==> src/rtl/tls_pkg.sv <==
package tls_pkg;

   localparam int MAX_TRIAL = 4096;
   localparam int CNT_W     = $clog2(MAX_TRIAL) + 1;

   typedef enum logic [1:0] {
      ST_IDLE   = 2'd0,
      ST_SETTLE = 2'd1,
      ST_ACQ    = 2'd2,
      ST_EVAL   = 2'd3
   } tls_state_t;

   // trial length: 64 << (2 * sel)
   function automatic logic [CNT_W-1:0] trial_len(input logic [1:0] sel);
      logic [CNT_W-1:0] base;
      base = CNT_W'(64);
      return base << {sel, 1'b0};
   endfunction

endpackage

==> src/rtl/tls_level_stepper.sv <==
module tls_level_stepper #(
   parameter int DAC_W = 12,
   parameter int OFFS  = 82
) (
   input  logic             clk,
   input  logic             rst_n,
   input  logic             load,
   input  logic             adv,
   input  logic             above,
   input  logic [DAC_W-1:0] init_level,
   input  logic [DAC_W-1:0] init_step,
   output logic [DAC_W-1:0] level_q,
   output logic             conv,
   output logic             bound,
   output logic [DAC_W-1:0] t_cand
);

   localparam logic [DAC_W-1:0] LVL_MAX = '1;
   localparam logic [DAC_W-1:0] OFFS_V  = DAC_W'(OFFS);

   logic [DAC_W-1:0] step_q;
   logic             up_q;
   logic             crossing;
   logic [DAC_W-1:0] start_lvl;

   function automatic logic [DAC_W-1:0] move(input logic [DAC_W-1:0] lvl,
                                            input logic [DAC_W-1:0] stp,
                                            input logic             up);
      logic [DAC_W:0] sum;
      sum = {1'b0, lvl} + {1'b0, stp};
      if (up)
         return sum[DAC_W] ? LVL_MAX : sum[DAC_W-1:0];
      else
         return (stp > lvl) ? '0 : lvl - stp;
   endfunction

   assign crossing  = up_q ? above : !above;
   assign conv      = crossing && (step_q == DAC_W'(1));
   assign bound     = !crossing && (up_q ? (level_q == LVL_MAX) : (level_q == '0));
   assign t_cand    = up_q ? level_q : level_q + DAC_W'(1);
   assign start_lvl = (init_level > OFFS_V) ? init_level - OFFS_V : '0;

   always_ff @(posedge clk or negedge rst_n) begin
      if (!rst_n) begin
         level_q <= '0;
         step_q  <= DAC_W'(1);
         up_q    <= 1'b1;
      end else if (load) begin
         level_q <= start_lvl;
         step_q  <= (init_step == '0) ? DAC_W'(1) : init_step;
         up_q    <= 1'b1;
      end else if (adv && !conv && !bound) begin
         if (crossing) begin
            step_q  <= step_q >> 1;
            up_q    <= !up_q;
            level_q <= move(level_q, step_q >> 1, !up_q);
         end else begin
            level_q <= move(level_q, step_q, up_q);
         end
      end
   end

endmodule

==> src/rtl/tls_trial_counter.sv <==
module tls_trial_counter
   import tls_pkg::*;
#(
   parameter int CODE_W   = 10,
   parameter int SETTLE_W = 8
) (
   input  logic                clk,
   input  logic                rst_n,
   input  logic                clear,
   input  logic                in_settle,
   input  logic                in_acq,
   input  logic [SETTLE_W-1:0] settle_len,
   input  logic                smp_valid,
   input  logic [CODE_W-1:0]   smp_code,
   input  logic [CODE_W-1:0]   target,
   input  logic [CNT_W-1:0]    n_len,
   output logic                settle_over,
   output logic                trial_full,
   output logic                above,
   output logic [CNT_W-1:0]    taken_q
);

   logic [SETTLE_W-1:0] scnt_q;
   logic [CNT_W-1:0]    exc_q;
   logic                hit;

   assign hit         = smp_code >= target;
   assign settle_over = in_settle && (scnt_q == settle_len);
   assign trial_full  = in_acq && smp_valid && ((taken_q + CNT_W'(1)) == n_len);
   assign above       = exc_q >= (n_len >> 1);

   always_ff @(posedge clk or negedge rst_n) begin
      if (!rst_n) begin
         scnt_q  <= '0;
         taken_q <= '0;
         exc_q   <= '0;
      end else if (clear) begin
         scnt_q  <= '0;
         taken_q <= '0;
         exc_q   <= '0;
      end else begin
         if (in_settle && !settle_over)
            scnt_q <= scnt_q + SETTLE_W'(1);
         if (in_acq && smp_valid) begin
            taken_q <= taken_q + CNT_W'(1);
            if (hit)
               exc_q <= exc_q + CNT_W'(1);
         end
      end
   end

endmodule

==> src/rtl/tls_search_ctrl.sv <==
module tls_search_ctrl
   import tls_pkg::*;
#(
   parameter int DAC_W    = 12,
   parameter int CODE_W   = 10,
   parameter int SETTLE_W = 8,
   parameter int OFFS_PCT = 2
) (
   input  logic                clk,
   input  logic                rst_n,
   input  logic                start,
   input  logic [CODE_W-1:0]   target_code,
   input  logic [DAC_W-1:0]    init_level,
   input  logic [DAC_W-1:0]    init_step,
   input  logic [1:0]          len_sel,
   input  logic [SETTLE_W-1:0] settle_cycles,
   input  logic                smp_valid,
   input  logic [CODE_W-1:0]   smp_code,
   output logic [DAC_W-1:0]    dac_code,
   output logic                busy,
   output logic                done,
   output logic                not_found,
   output logic [DAC_W-1:0]    t_level
);

   localparam int FULL_SCALE = 1 << DAC_W;
   localparam int OFFS       = (FULL_SCALE * OFFS_PCT + 50) / 100;

   generate
      if (DAC_W < 8 || DAC_W > 20) begin : g_bad_dac
         $error("tls_search_ctrl: DAC_W out of range");
      end
      if (CODE_W < 2 || CODE_W > DAC_W) begin : g_bad_code
         $error("tls_search_ctrl: CODE_W must be 2..DAC_W");
      end
      if (SETTLE_W < 1) begin : g_bad_settle
         $error("tls_search_ctrl: SETTLE_W must be positive");
      end
      if (OFFS_PCT < 0 || OFFS_PCT > 50) begin : g_bad_offs
         $error("tls_search_ctrl: OFFS_PCT out of range");
      end
   endgenerate

   tls_state_t          state_q;
   logic [CODE_W-1:0]   tgt_q;
   logic [SETTLE_W-1:0] settle_q;
   logic [CNT_W-1:0]    len_q;
   logic                done_q;
   logic                err_q;
   logic [DAC_W-1:0]    t_q;

   logic                load;
   logic                clear;
   logic                adv;
   logic                conv;
   logic                bound;
   logic                above;
   logic                settle_over;
   logic                trial_full;
   logic [CNT_W-1:0]    taken_w;
   logic [DAC_W-1:0]    level_w;
   logic [DAC_W-1:0]    t_cand;

   assign load  = (state_q == ST_IDLE) && start;
   assign adv   = (state_q == ST_EVAL);
   assign clear = load || (adv && !conv && !bound);

   tls_level_stepper #(
      .DAC_W (DAC_W),
      .OFFS  (OFFS)
   ) u_step (
      .clk        (clk),
      .rst_n      (rst_n),
      .load       (load),
      .adv        (adv),
      .above      (above),
      .init_level (init_level),
      .init_step  (init_step),
      .level_q    (level_w),
      .conv       (conv),
      .bound      (bound),
      .t_cand     (t_cand)
   );

   tls_trial_counter #(
      .CODE_W   (CODE_W),
      .SETTLE_W (SETTLE_W)
   ) u_cnt (
      .clk         (clk),
      .rst_n       (rst_n),
      .clear       (clear),
      .in_settle   (state_q == ST_SETTLE),
      .in_acq      (state_q == ST_ACQ),
      .settle_len  (settle_q),
      .smp_valid   (smp_valid),
      .smp_code    (smp_code),
      .target      (tgt_q),
      .n_len       (len_q),
      .settle_over (settle_over),
      .trial_full  (trial_full),
      .above       (above),
      .taken_q     (taken_w)
   );

   always_ff @(posedge clk or negedge rst_n) begin
      if (!rst_n) begin
         state_q  <= ST_IDLE;
         tgt_q    <= '0;
         settle_q <= '0;
         len_q    <= trial_len(2'd0);
         done_q   <= 1'b0;
         err_q    <= 1'b0;
         t_q      <= '0;
      end else begin
         done_q <= 1'b0;
         unique case (state_q)
            ST_IDLE: begin
               if (start) begin
                  tgt_q    <= target_code;
                  settle_q <= settle_cycles;
                  len_q    <= trial_len(len_sel);
                  err_q    <= 1'b0;
                  state_q  <= ST_SETTLE;
               end
            end
            ST_SETTLE: if (settle_over) state_q <= ST_ACQ;
            ST_ACQ:    if (trial_full)  state_q <= ST_EVAL;
            ST_EVAL: begin
               if (conv) begin
                  done_q  <= 1'b1;
                  t_q     <= t_cand;
                  state_q <= ST_IDLE;
               end else if (bound) begin
                  err_q   <= 1'b1;
                  state_q <= ST_IDLE;
               end else begin
                  state_q <= ST_SETTLE;
               end
            end
            default: state_q <= ST_IDLE;
         endcase
      end
   end

   assign dac_code  = level_w;
   assign busy      = (state_q != ST_IDLE);
   assign done      = done_q;
   assign not_found = err_q;
   assign t_level   = t_q;

endmodule


==> config.mk <==
export PLATFORM = sky130hd
export DESIGN_NAME = tls_search_ctrl
export DESIGN_NICKNAME = d
export VERILOG_FILES = /design/src/rtl/tls_pkg.sv /design/src/rtl/tls_level_stepper.sv /design/src/rtl/tls_trial_counter.sv /design/src/rtl/tls_search_ctrl.sv
export SDC_FILE = /design/constraint.sdc
export NUM_CORES = 1
export LEC_CHECK = 0
export CORE_ASPECT_RATIO = 0.8
export CORE_MARGIN = 5
export CORE_UTILIZATION = 32
export CTS_BUF_LIST = sky130_fd_sc_hd__clkbuf_8
export DETAILED_ROUTE_END_ITERATION = 12
export DONT_BUFFER_PORTS = 1
export PLACE_DENSITY = 0.52
export SLEW_MARGIN = 30
export SYNTH_ARGS = -nofsm -noshare
export SYNTH_HDL_FRONTEND = slang
export SYNTH_SLANG_ARGS = --single-unit
==> constraint.sdc <==
create_clock -name clk -period 3.39 [get_ports clk]
set_clock_uncertainty 0.15 [all_clocks]
set_input_delay 0.5085 -clock clk [delete_from_list [all_inputs] [get_ports clk]]
set_output_delay 0.5085 -clock clk [all_outputs]
set_load 0.02 [all_outputs]
# Word level (Yosys, flattened, before mapping)
# Cells that the tools add are included.
# classes
add_sub_neg	9
magnitude_cmp	5
eq_ne	12
shift	1
muxes	39
n_reduce_logical	32
# op_table
op	count
12-bit two-way mux	15
13-bit two-way mux	5
13-bit by 1-bit adder with 13-bit output, second input constant	2
12-bit zero test	2
8-bit two-way mux	2
2-bit nonzero test	7
12-bit by 11-bit adder with 13-bit output	1
12-bit by 12-bit adder with 13-bit output	1
13-bit equality test	1
13-bit by 12-bit >= comparator with 1-bit output	1
7-bit by 3-bit << shifter with 13-bit output, first input constant	1
12-bit by 1-bit adder with 12-bit output, second input constant	1
12-bit by 1-bit equality test with 1-bit output, second input constant	1
12-bit equality test, second input constant	1
11-bit by 12-bit > comparator with 1-bit output	1
12-bit > comparator	1
12-bit by 7-bit > comparator with 1-bit output, second input constant	1
1-bit two-way mux	12
12-bit by 11-bit subtractor with 12-bit output	1
12-bit subtractor	1
12-bit by 7-bit subtractor with 12-bit output, second input constant	1
10-bit >= comparator	1
2-bit != test, second input constant	5
1-bit logical AND	9
13 further kinds	24
# totals
ff_bits	106
input_bits	58
out_inout_bits	27
elab_cells	111

# Longest topological paths before layout
# Gate-level depths: netlist of run 1.
# depth
word_depth	10
depth_mapped	13
depth_no_buf	12

# By module
# A second synthesis of run 1 with hierarchy kept.
# hier_totals
cells_unflattened	991
hier_area_um2	8564.5
# modules_own_cells
mod	instances	cells_per_inst	area_each_um2	seq_area_each_um2
tls_level_stepper	1	574	4300.4	628.1
tls_trial_counter	1	305	2635.0	850.8
tls_search_ctrl	1	112	1629.1	952.2

# Least setup slack after synthesis of run 1
# OpenSTA, ideal clock, no wires.
# synth_path
path_kind	register to register
startpoint	register u_step.level_q[0]
endpoint	register u_step.level_q[4]
setup_ps	129
arrival_ps	2851
required_ps	3111
path_slack_ps	260
path_stages_with_launch	13
path_buffers	0
period_less_slack_ps	3130
cell_sequence	dfrtp_1 -> inv_1 -> ha_1 -> inv_1 -> fa_1 -> a21oi_1 -> o211ai_1 -> o2111ai_1 -> a21oi_2 -> a221oi_1 -> o22ai_1 -> a2111oi_2 -> nor2_1
# synth_between
elab_chain_cells	6
elab_cells_between_ends	22
classes_between	add/sub (4); order compare (2); eq/ne (1); mux (10); reduce/logical (5)
# synth_rtl
item	line	rtl
start, declared	tls_level_stepper.sv:12	output logic [DAC_W-1:0] level_q,
start signal, assigned	tls_level_stepper.sv:49	level_q <= start_lvl;
start signal, assigned	tls_level_stepper.sv:56	level_q <= move(level_q, step_q >> 1, !up_q);
start signal, assigned	tls_level_stepper.sv:58	level_q <= move(level_q, step_q, up_q);
12-bit subtractor (tied with other cells)	tls_level_stepper.sv:34	return (stp > lvl) ? '0 : lvl - stp;
12-bit two-way mux (tied with other cells)	tls_level_stepper.sv:34	
12-bit two-way mux or 1-bit logical AND (tied branches)	tls_level_stepper.sv:31, tls_level_stepper.sv:39	
12-bit two-way mux or 1-bit zero test (tied branches)	tls_level_stepper.sv:53, tls_level_stepper.sv:52	
12-bit two-way mux or 1-bit logical AND (tied branches)	tls_level_stepper.sv:52	end else if (adv && !conv && !bound) begin
12-bit two-way mux or 2-bit nonzero test (tied branches)	-	
# Several ways; a longest one is shown, not always the timed one. The select of a mux whose other input is x is not followed.
# A chain may end at the register's enable or synchronous reset.

# Final worst setup path of run 1
# layout_path
startpoint	register len_q[6]
endpoint	register u_step.level_q[8]
# layout_between
elab_chain_cells	8
elab_cells_between_ends	14
classes_between	order compare (1); mux (4); reduce/logical (9)
# layout_rtl
item	line	rtl
start, declared	tls_search_ctrl.sv:47	logic [CNT_W-1:0] len_q;
start signal, assigned	tls_search_ctrl.sv:110	len_q <= trial_len(2'd0);
start signal, assigned	tls_search_ctrl.sv:121	len_q <= trial_len(len_sel);
13-bit by 12-bit >= comparator with 1-bit output (*)	tls_trial_counter.sv:30	assign above = exc_q >= (n_len >> 1);
1-bit zero test	tls_level_stepper.sv:37	assign crossing = up_q ? above : !above;
1-bit two-way mux (*)	tls_level_stepper.sv:37	
1-bit logical AND or 1-bit zero test (tied branches)	tls_level_stepper.sv:38, tls_level_stepper.sv:39	
1-bit zero test or 1-bit logical AND (tied branches)	tls_level_stepper.sv:52, tls_level_stepper.sv:39	
1-bit logical AND or 1-bit zero test (tied branches)	tls_level_stepper.sv:52	
1-bit logical AND	tls_level_stepper.sv:52	
2-bit nonzero test (no line)	-	
# Mark *: on every way between the ends. The rest lies on a longest branch, timed or not. The select of a mux whose other input is x is not followed.

==> results.md, run 1 <==
* Fin. max-slew vios at 0
* Final cell count without fillers at about 1400
* R2R Path Start: len_q[6]$_DFFE_PN1P_
* Seq cells post-synth at 97
* Crit path arrival time at 3.41 ns
* Area growth, synth to finish at 12.81%
* Max-Cap Viols at 0
* Largest family of logic cells by synthesized area: compound AO/OA/AOI/OAI gates
* Ys async rst share at 100.0%
* Sequential fraction of the synthesis area at 30.01%
* First-pass GRT wire length at around 40 mm
* Final Cycle Share at 95.81%
* Crit path required time at 3.55 ns
* Final setup margin at ~0.14 ns
* CP Capture Type: flop
* Clk pwr share at roughly 7.2%
* Synth Cell Area at 0.008100 sq mm
* Compound-Gate Fraction of Synth Area at 23.12%
* Port Buffers at 0
* Post-Route Setup TNS at 0 ns
* Worst-path fanout max at 7
* Simple-Gate Fraction of Synth Area at between 20% and 30%
* Final Hold Fails at 0
* Drt wl/cell at roughly 19 um
* Core Area at 0.02511 sq mm
* Main synth FF type: dfrtp_1
* Ant. Diodes at 0
* P_sw at roughly 5.5 mW
* Placed Cells at 1348
* Setup Viol. Count Final at 0
* Worst-Skew Late Latency at around 0.40 ns
* Power Density at between 1000 and 1500 mW/mm^2
* Place WS at -0.001317 ns
* Vias in the first global route at 7091
* CTS Buffer Depth at 2
* Syn avg cell area at 8.125 sq um
* Worst hold path depth at 2
* Hpwl dp at between 20 and 25 mm
* Die footprint at 0.02862 sq mm
* Die extent in y at ~150 um
* Die Width at 187.9 um
* Grt ovf at 0
* Fmax at 307.9 MHz
* Top post-synthesis cells by area: dfrtp_1 29%, ha_1 11%, nand2_1 5.2%
* Syn_nets at 1131
* Via density at 5.420
* Combinational share of power at 73.8%
* TritonCTS buffer count at 9
* Max rail drop VDD at 423.6 uV
* Xor and xnor fraction of the mapped netlist area at 7.352%
* Synth top cells by count: 113 x nand2_1, 104 x nor2_1, 94 x dfrtp_1, 75 x a21oi_1, 73 x o21ai_0
* Share of post-route cells with drive strength above 1 at between 10% and 20%
* DR iter-0 viols at 538
* Hold Path Class: in2reg
* Synth area leader: dfrtp_1
* Vias at between 7000 and 8000
* Starting density of the core at 32.25%
* FF-to-FF End: u_step.level_q[8]$_DFFE_PN0P_
* Int Pwr at between 4 and 5 mW
* DR pass1 iterations at 5
* Total GRT Usage at a little under a fifth
* Hold EP: u_step.step_q[11]$_DFFE_PN0P_
* Most instantiated library cell after synthesis: nand2_1
* RSZ-0062 raised after global routing: false
* Drt drc at 0
* Share of Yosys cell area claimed by the top area cell type at around 29%
* Clock root cell: clkbuf_8
* Synth Instances at 997
* Reg2reg setup slack at 0.14 ns
* Pleak at 3.934 nW
* Yosys cell types at 79
* Worst Hold Launch: init_step[11]
* Total clock sinks at 97
* Post-route ant nets at 0
* Worst slew margin at around 44%
* Post-synth EDFFs at 0
* WHS at 0.05900 ns
* Sequential Power Share at between 10% and 20%
* Crit path time final at 3.248 ns
* Finished Cell Area at between 0.009 and 0.01 sq mm
* DP Area at just under 0.009 sq mm
* R2r worst-path depth at 11
* Nets at approximately 1200
* Status: finished clean
* # Post-CTS Setup Buffers at 0
* CTS tree: built
* Switch share at 53.32%
* H-tree Lvls at 3
* Least-Margin Pin Slew at 0.8270 ns
* Mux contribution to synthesized area at 1.097%
* # IOs at 85
* Yosys Warn Count at 0
* Adder-Cell Fraction of Synth Area at 12.11%
* Routability cong. at 0.9478
* CP Class: reg2reg
* Clk slew on worst S/H paths at 0.11 ns
* Detailed Route WL at between 20 and 30 mm
* # rows at 52
* Largest net degree at the start of global routing at just under 100
* Worst setup SP type: flop
* Initial antenna violation count at 0
* Fill count at 2686
## worst max-delay path, stage by stage (launching register included)
cell     delay (ns)
dfstp_2        0.54
inv_1          0.07
ha_1           0.30
o311a_1        0.36
o31a_1         0.38
o21ai_2        0.24
buf_4          0.18
nand3_2        0.09
o21ai_2        0.20
o21ai_0        0.19
o32a_1         0.40
o21ai_0        0.07
## metal layers
layer	up-vias	GRT usage [%]	share of wire, %	wire length, um
met4	0	3.040	1.2	309
met3	22	7.009	10	2708
met1	3480	26.93	49	12800
li1	3629	-	-	-
met2	273	25.09	40	10410
met5	-	0	0	0
## worst max-delay path by stage
stage,cells past startpoint,to,from,slack (ns)
final,11,u_step.level_q[8]$_DFFE_PN0P_,len_q[6]$_DFFE_PN1P_,0.14
after detailed placement,10,u_step.level_q[10]$_DFFE_PN0P_,len_q[6]$_DFFE_PN1P_,-0.001
after floorplan,12,u_step.level_q[4]$_DFFE_PN0P_,u_step.level_q[0]$_DFFE_PN0P_,0.26
after global placement,10,u_step.level_q[10]$_DFFE_PN0P_,len_q[6]$_DFFE_PN1P_,0.06
after CTS,10,u_step.level_q[10]$_DFFE_PN0P_,len_q[6]$_DFFE_PN1P_,0.08
after global routing,12,u_step.level_q[4]$_DFFE_PN0P_,u_step.step_q[0]$_DFFE_PN1P_,0.01
## flip-flops by register name, summed over array words and instances, names as in the netlist
register and flops:
u_cnt.exc_q 13, settle_q 8, u_step.up_q 1, u_step.level_q 12, state_q 2, u_cnt.taken_q 13
u_step.step_q 12, tgt_q 10, done 1, t_level 12, u_cnt.scnt_q 8, not_found 1
len_q 4
## placed cells by master, fill, tap and decap left out, drive strengths merged, types with 6 or more instances in the layout
cell type	count
nor3	20
buf	69
o21ai	78
o21a	9
dfrtp	94
a211oi	12
nor2	104
inv	69
or3	7
clkbuf	9
nand3	32
nand2	113
xor2	33
nand2b	16
a221oi	7
xnor2	35
nor2b	10
a21oi	76
o21bai	7
nor4	21
a21o	10
a211o	6
o31ai	7
o211ai	9
ha	72
and3	11
## repair_timing
action,4_1_cts,5_1_grt
hold buffers,2,0
endpoints found under the hold margin,97,0
resized for setup,1,9
pin swaps,0,3
setup endpoints to repair,1,8
## stage by stage
step           util (%)  power, mW
4_1_cts           36.29      10.24
5_1_grt           36.38      11.26
3_5_place_dp      35.41      9.403
2_1_floorplan         -      6.845
6_report          36.38      10.37
3_3_place_gp      35.41      9.431
## final cells by class
type | instances | area (sq um) | area share (%)
Tap cell | 324 | 405.4 | 4.437
Clock buffer | 9 | 123.9 | 1.356
Inverter | 65 | 244.0 | 2.670
Sequential cell | 97 | 2432 | 26.62
Multi-Input combinational cell | 794 | 5291 | 57.91
Clock inverter | 7 | 55.05 | 0.6025
Timing Repair Buffer | 70 | 585.6 | 6.408
## kinds of logic (layout without fill, tap and decap cells)
kind of cell / Yosys count / after routing
simple gates: 362 / 362
compound gates: 280 / 280
buf+inv: 106 / 151
flops: 97 / 97
fa+ha+maj: 76 / 76
xor+xnor: 68 / 68
mux: 8 / 8
## power by group through the flow
stage,Clock [mW],Sequential [mW],Combinational [mW]
floorplan,0,2.03,4.81
global placement,0,1.98,7.45
detailed placement,0,1.99,7.41
CTS,0.778,1.96,7.49
global route,0.826,2.01,8.42
finish,0.745,1.97,7.65
(Power assumes the default switching activity.)
==> run 2: changes to the inputs <==
--- a/config.mk
+++ b/config.mk
@@ -9,10 +9,12 @@
 export CORE_MARGIN = 5
 export CORE_UTILIZATION = 32
 export CTS_BUF_LIST = sky130_fd_sc_hd__clkbuf_8
+export CTS_CLUSTER_SIZE = 12
 export DETAILED_ROUTE_END_ITERATION = 12
 export DONT_BUFFER_PORTS = 1
 export PLACE_DENSITY = 0.52
 export SLEW_MARGIN = 30
 export SYNTH_ARGS = -nofsm -noshare
 export SYNTH_HDL_FRONTEND = slang
+export SYNTH_HIERARCHICAL = 1
 export SYNTH_SLANG_ARGS = --single-unit
==> run 2 against run 1 <==
The run now ends with setup timing left; worst setup slack worse by 0.14 ns; via count rose by 4.2%; routed wire length grew 4.1%; non-clock buffer count is 33 higher; worst hold slack worse by 0.0071 ns; first-iteration DRC count increased by 32%; clock power grew 3%; sequential share of layout area decreased by 2.3 points; final cell count grew 5.9%.
==> results.md, run 2 <==
* Yosys cell types at 87
* Crit path time final at 3.391 ns
* Commonest cells after routing, fill and taps aside: 95 x buf_4, 92 x dfrtp_1, 85 x nor2_1
* Worst Hold Launch: init_level[1]
* Main synth FF type: dfrtp_1
* RSZ-0062 raised after global routing: true
* Total GRT Usage at 18.08%
* Hold Path Class: in2reg
* R2r worst-path depth at 14
* Clock root cell: clkbuf_8
* Worst-path fanout max at 6
* Worst-Skew Late Latency at 0.39 ns
* Die footprint at 0.03016 sq mm
* Total clock sinks at 97
* Fin. max-slew vios at 0
* Final Cycle Share at 100.0%
* Post-route ant nets at 0
* Core Area at 0.02633 sq mm
* Die Width at 192.9 um
* # IOs at 85
* Placed Cells at 1422
* Crit path required time at roughly 3.5 ns
* DP Area at around 0.0096 sq mm
* Post-Route Setup TNS at -0.001363 ns
* Reg2reg setup slack at -0.001 ns
* Final setup margin at -0.001363 ns
* Worst setup SP type: flop
* Share of post-route cells with drive strength above 1 at 17.61%
* Drt drc at 0
* Die extent in y at about 160 um
* CTS tree: built
* Post-synth EDFFs at 0
* Starting density of the core at 32.53%
* Ant. Diodes at 0
* Crit path arrival time at roughly 3.5 ns
* Top Registers: u_cnt/exc_q: 13 flops, u_cnt/taken_q: 13 flops
* Via density at 5.332
* Failing checks: setup timing
* Largest net degree at the start of global routing at 98
* Finished Cell Area at about 0.010 sq mm
* Setup Viol. Count Final at 1
* Total power at 9.584 mW
* R2R Path Start: u_cnt/exc_q[1]$_DFFE_PN0P_
* Commonest non-fill, non-tap cell in the layout: buf_4
* CTS Buffer Depth at 2
* Seq cells post-synth at 97
* Least-Margin Pin Slew at 0.6720 ns
* Vias at 7716
* Pleak at 4.487 nW
* Hold EP: u_step/level_q[1]$_DFFE_PN0P_
* Fmax at 294.9 MHz
* Port Buffers at 0
* Slowest CP cell: dfrtp_1
* Max rail drop VDD at 352.1 uV
* Top post-synthesis cells by area: dfrtp_1 27%, ha_1 12%, a21oi_1 3.7%
* H-tree Lvls at 3
* Most used cell, CP: a21o_1
* DR iter-0 viols at 708
* Synth area leader: dfrtp_1
* Power Density at between 900 and 1000 mW/mm^2
* Final cell count without fillers at 1447
* Initial antenna violation count at 1
* CP Capture Type: flop
* Synth Cell Area at 0.008564 sq mm
* Yosys Warn Count at 6
* Synth Instances at 991
* Detailed Route WL at between 20 and 30 mm
* Clk slew on worst S/H paths at between 0.1 and 0.15 ns
* Final Hold Fails at 0
* FF-to-FF End: u_step/level_q[8]$_DFFE_PN0P_
* Status: finished, violations left
* Area growth, synth to finish at 16.83%
* Ys async rst share at 100.0%
* Hpwl dp at ~21 mm
* Drt wl/cell at 18.86 um
* Vias in the first global route at 7425
* First-pass GRT wire length at 42.59 mm
* Worst hold path depth at 1
* Syn avg cell area at about 8.6 sq um
* Worst slew margin at 54.82%
* Max-Cap Viols at 0
* Routability cong. at 0.9255
* Nets at 1227
* CP Class: reg2reg
* Sequential fraction of the synthesis area at approximately 28%
* Finished Core Util at 38.01%
* Critical path's largest stage delay at 0.41 ns
* TritonCTS buffer count at 9
* Critical path cell sequence: ha_1, a21o_1, a21o_1, a21o_1, a211oi_2, o31ai_4, nor2b_4, nand4_1, o41ai_4, nor3b_4, buf_4, o21a_1, o21ai_1, a221o_1
* Synth top cells by count: 94 x dfrtp_1, 85 x nor2_1, 80 x ha_1, 76 x inv_1, 69 x nand2_1
* DR pass1 iterations at 5
* # rows at 53
* Share of Yosys cell area claimed by the top area cell type at 27.47%
* Most instantiated library cell after synthesis: dfrtp_1
* Grt ovf at 0
[run 2: through the flow]
step,hold WS (ns),worst slack [ns]
after global routing,0.01826,-0.1661
final,0.05190,-0.001363
after floorplan,0.06291,0.01925
after CTS,0.02293,0.002879
after detailed placement,0.06787,-0.3895
after global placement,0.06555,-0.3045
[run 2: how the worst max path moves through the flow]
stage          cells past startpoint  slack [ns]                       endpoint                        from
3_3_place_gp                      16       -0.30   u_step/step_q[2]$_DFFE_PN0P_        len_q[8]$_DFFE_PN0P_
5_1_grt                           16       -0.17  u_step/level_q[8]$_DFFE_PN0P_        len_q[8]$_DFFE_PN0P_
3_5_place_dp                      16       -0.39   u_step/step_q[7]$_DFFE_PN0P_        len_q[8]$_DFFE_PN0P_
6_report                          14      -0.001  u_step/level_q[8]$_DFFE_PN0P_  u_cnt/exc_q[1]$_DFFE_PN0P_
2_1_floorplan                     17        0.02   u_step/step_q[8]$_DFFE_PN0P_        len_q[8]$_DFFE_PN0P_
4_1_cts                           14       0.003  u_step/level_q[8]$_DFFE_PN0P_  u_cnt/exc_q[1]$_DFFE_PN0P_
[run 2: routing by layer]
metal / part of all wire, % / global-route usage [%]
met5: 0.026 / 0
met4: 1.2 / 3.404
met3: 8.5 / 5.910
met2: 41 / 25.38
met1: 50 / 27.13
[run 2: cells by family after synthesis]
| kind of cell | synth area share (%) |
|---|---|
| multiplexers | 6.296 |
| adder cells (fa/ha/maj) | 12.62 |
| other | 0.04379 |
| XOR/XNOR | 6.647 |
| buffers and inverters | 5.727 |
| AO/OA/AOI/OAI | 20.82 |
| AND/OR/NAND/NOR | 19.46 |
| flip-flops | 28.39 |
[run 2: what timing repair did]
action / in CTS / in global routing
setup buffers: 3 / 2
hold endpoints to repair: 98 / 0
gates cloned: 0 / 0
pin swaps: 4 / 8
endpoints found under the setup margin: 73 / 72
hold buffers: 4 / 0
resized for setup: 10 / 32
[run 2: power breakdown]
group | switching, mW | internal (mW) | total (mW)
combinational | 4.04 | 2.88 | 6.92
clock | 0.457 | 0.307 | 0.764
sequential | 0.419 | 1.48 | 1.90
total | 4.91 | 4.67 | 9.58
[run 2: cell type report]
| type | instances | area [sq um] |
|---|---|---|
| multi-input combinational | 797 | 5818 |
| fill | 2751 | 16320 |
| inverter | 77 | 289.0 |
| sequential | 97 | 2434 |
| clock buffer | 11 | 151.4 |
| clock inverter | 5 | 30.03 |
| timing repair buffer | 103 | 837.1 |
| tap | 357 | 446.7 |
[run 2: worst max-delay path, delay by kind of cell, from the launching register on]
family | cells | cell delay, ns
compound gates | 9 | 1.60
fa+ha+maj | 1 | 0.25
buf+inv | 1 | 0.18
flops | 1 | 0.41
simple gates | 3 | 0.68
==> run 3: changes to the inputs <==
--- a/config.mk
+++ b/config.mk
@@ -5,6 +5,8 @@
 export SDC_FILE = /design/constraint.sdc
 export NUM_CORES = 1
 export LEC_CHECK = 0
+export CELL_PAD_IN_SITES_DETAIL_PLACEMENT = 2
+export CELL_PAD_IN_SITES_GLOBAL_PLACEMENT = 2
 export CORE_ASPECT_RATIO = 0.8
 export CORE_MARGIN = 5
 export CORE_UTILIZATION = 32
@@ -12,7 +14,7 @@
 export CTS_CLUSTER_SIZE = 12
 export DETAILED_ROUTE_END_ITERATION = 12
 export DONT_BUFFER_PORTS = 1
-export PLACE_DENSITY = 0.52
+export PLACE_DENSITY = 0.73
 export SLEW_MARGIN = 30
 export SYNTH_ARGS = -nofsm -noshare
 export SYNTH_HDL_FRONTEND = slang
==> run 3 against run 2 <==
The run now ends clean; maximum frequency grew 2.6%; first-iteration DRC count shrank 37%; clock power grew 8.9%; largest cell class unchanged.
==> results.md, run 3 (synthesis results as in run 2) <==
* Status: finished clean
* TritonCTS buffer count at 9
* DR iter-0 viols at 446
* # rows at 53
* Met1 track utilization from global routing at 32.48%
* Total clock sinks at 97
* H-tree Lvls at 3
* Pleak at between 4 and 5 nW
* Top Usage Layer GRT: met2
* Largest net degree at the start of global routing at 98
* Finished Core Util at 38.54%
* First-pass GRT wire length at 52.32 mm
* Area growth, synth to finish at 18.48%
* Grt ovf at 0
* Clock root cell: clkbuf_8
* Die extent in y at 156.3 um
* Starting density of the core at 32.53%
* Worst slew margin at 59.23%
* Setup Viol. Count Final at 0
* Worst-Skew Late Latency at 0.42 ns
* Fin. max-slew vios at 0
* Die Width at just under 200 um
* Hpwl dp at about 26 mm
* Final Cycle Share at 97.50%
* Drt wl/cell at about 23 um
* Met2 GRT Util at 34.12%
* Crit path arrival time at 3.47 ns
* Final setup margin at 0.08479 ns
* Vias at 8132
* Die footprint at around 0.030 sq mm
* RSZ-0062 raised after global routing: true
* Post-route ant nets at 0
* WHS at slightly below 0.04 ns
* Commonest cells after routing, fill and taps aside: 96 x buf_4, 91 x dfrtp_1, 83 x nor2_1
* DR pass1 iterations at 5
* Share of post-route cells with drive strength above 1 at a little under a fifth
* CP Capture Type: flop
* Via density at 5.604
* Power Density at 1008 mW/mm^2
* # IOs at 85
* Fmax at between 300 and 400 MHz
* Port Buffers at 0
* Routability cong. at 0.9117
* CTS tree: built
* CTS Buffer Depth at 2
* Final Hold Fails at 0
* Ant. Diodes at 0
* Worst setup SP type: flop
* Place WS at -0.2180 ns
* Max-Cap Viols at 0
* Drt drc at 0
* Hold Path Class: in2reg
* Top Registers: u_cnt/exc_q: 13 flops, u_cnt/taken_q: 13 flops
* Vias in the first global route at 8808
* Met3 Use GR at around 6.1%
* Initial antenna violation count at 0
* Worst-path fanout max at 13
* CP Class: reg2reg
* Least-Margin Pin Slew at 0.6079 ns
* Nets at 1231
* Core Area at 0.02633 sq mm
* Crit path time final at around 3.3 ns
* Max rail drop VDD at 412.3 uV
* Post-Route Setup TNS at 0 ns
* Detailed Route WL at between 30 and 40 mm
* Crit path required time at 3.56 ns
* Clk slew on worst S/H paths at 0.13 ns
* Commonest non-fill, non-tap cell in the layout: buf_4
* Total GRT Usage at 22.37%
[run 3: worst max-delay path, stage by stage, from the launching register on]
cell and delay [ns]:
dfrtp_1 0.43, ha_4 0.25, a21o_1 0.17, a21oi_1 0.14, nor2_1 0.07, a2111oi_2 0.21
buf_4 0.17, o31ai_4 0.09, inv_2 0.08, nand2_2 0.08, o41ai_4 0.47, nor3b_4 0.11
and2_4 0.17, buf_12 0.15, nor2b_1 0.14, a221o_1 0.34
[run 3: power breakdown]
part           switching [mW]  internal (mW)  total [mW]  leakage, nW
Combinational            4.49           2.99        7.48         3.15
Clock                   0.536          0.296       0.832        0.104
Sequential              0.432           1.48        1.92         1.24
[run 3: final cells by class]
class,instances,area (sq um)
Timing Repair Buffer,107,883.3
Multi-Input combinational cell,797,5883
Tap cell,357,446.7
Inverter,77,289.0
Sequential cell,97,2435
Fill cell,2961,16180
Clock inverter,7,86.33
Clock buffer,9,123.9
[run 3: final timing paths]
check | startpoint | end | slack, ns | cells past startpoint
min in group asynchronous | rst_n | u_step/level_q[1]$_DFFE_PN0P_ | 0.55 | 2
max in group asynchronous | rst_n | u_step/step_q[1]$_DFFE_PN0P_ | 2.12 | 2
max | u_cnt/exc_q[7]$_DFFE_PN0P_ | u_step/level_q[8]$_DFFE_PN0P_ | 0.08 | 15
min | init_level[1] | u_step/level_q[1]$_DFFE_PN0P_ | 0.04 | 1
min reg2reg | tgt_q[2]$_DFFE_PN0P_ | tgt_q[2]$_DFFE_PN0P_ | 0.37 | 1
max reg2reg | u_cnt/exc_q[7]$_DFFE_PN0P_ | u_step/level_q[8]$_DFFE_PN0P_ | 0.08 | 15
[run 3: layer usage]
metal	up-vias	part of all wire [%]
li1	3754	-
met1	4142	48
met2	217	44
met3	19	7.1
met4	0	1.1
met5	-	0
[run 3: per-stage QoR]
step	area (sq um)	std cells	power, mW
floorplan	8640	1010	6.274
global placement	9659	1426	8.716
detailed placement	9659	1426	8.959
CTS	10010	1450	9.965
global route	10150	1451	11.00
finish	10150	1451	10.23
[run 3: repair_timing]
action                                  4_1_cts  5_1_grt
hold buffers                                  4        0
endpoints found under the hold margin        98        0
pin swaps                                     5       12
gates cloned                                  0        0
endpoints found under the setup margin       26       23
buffers inserted                              4        2
resized for setup                            16       29
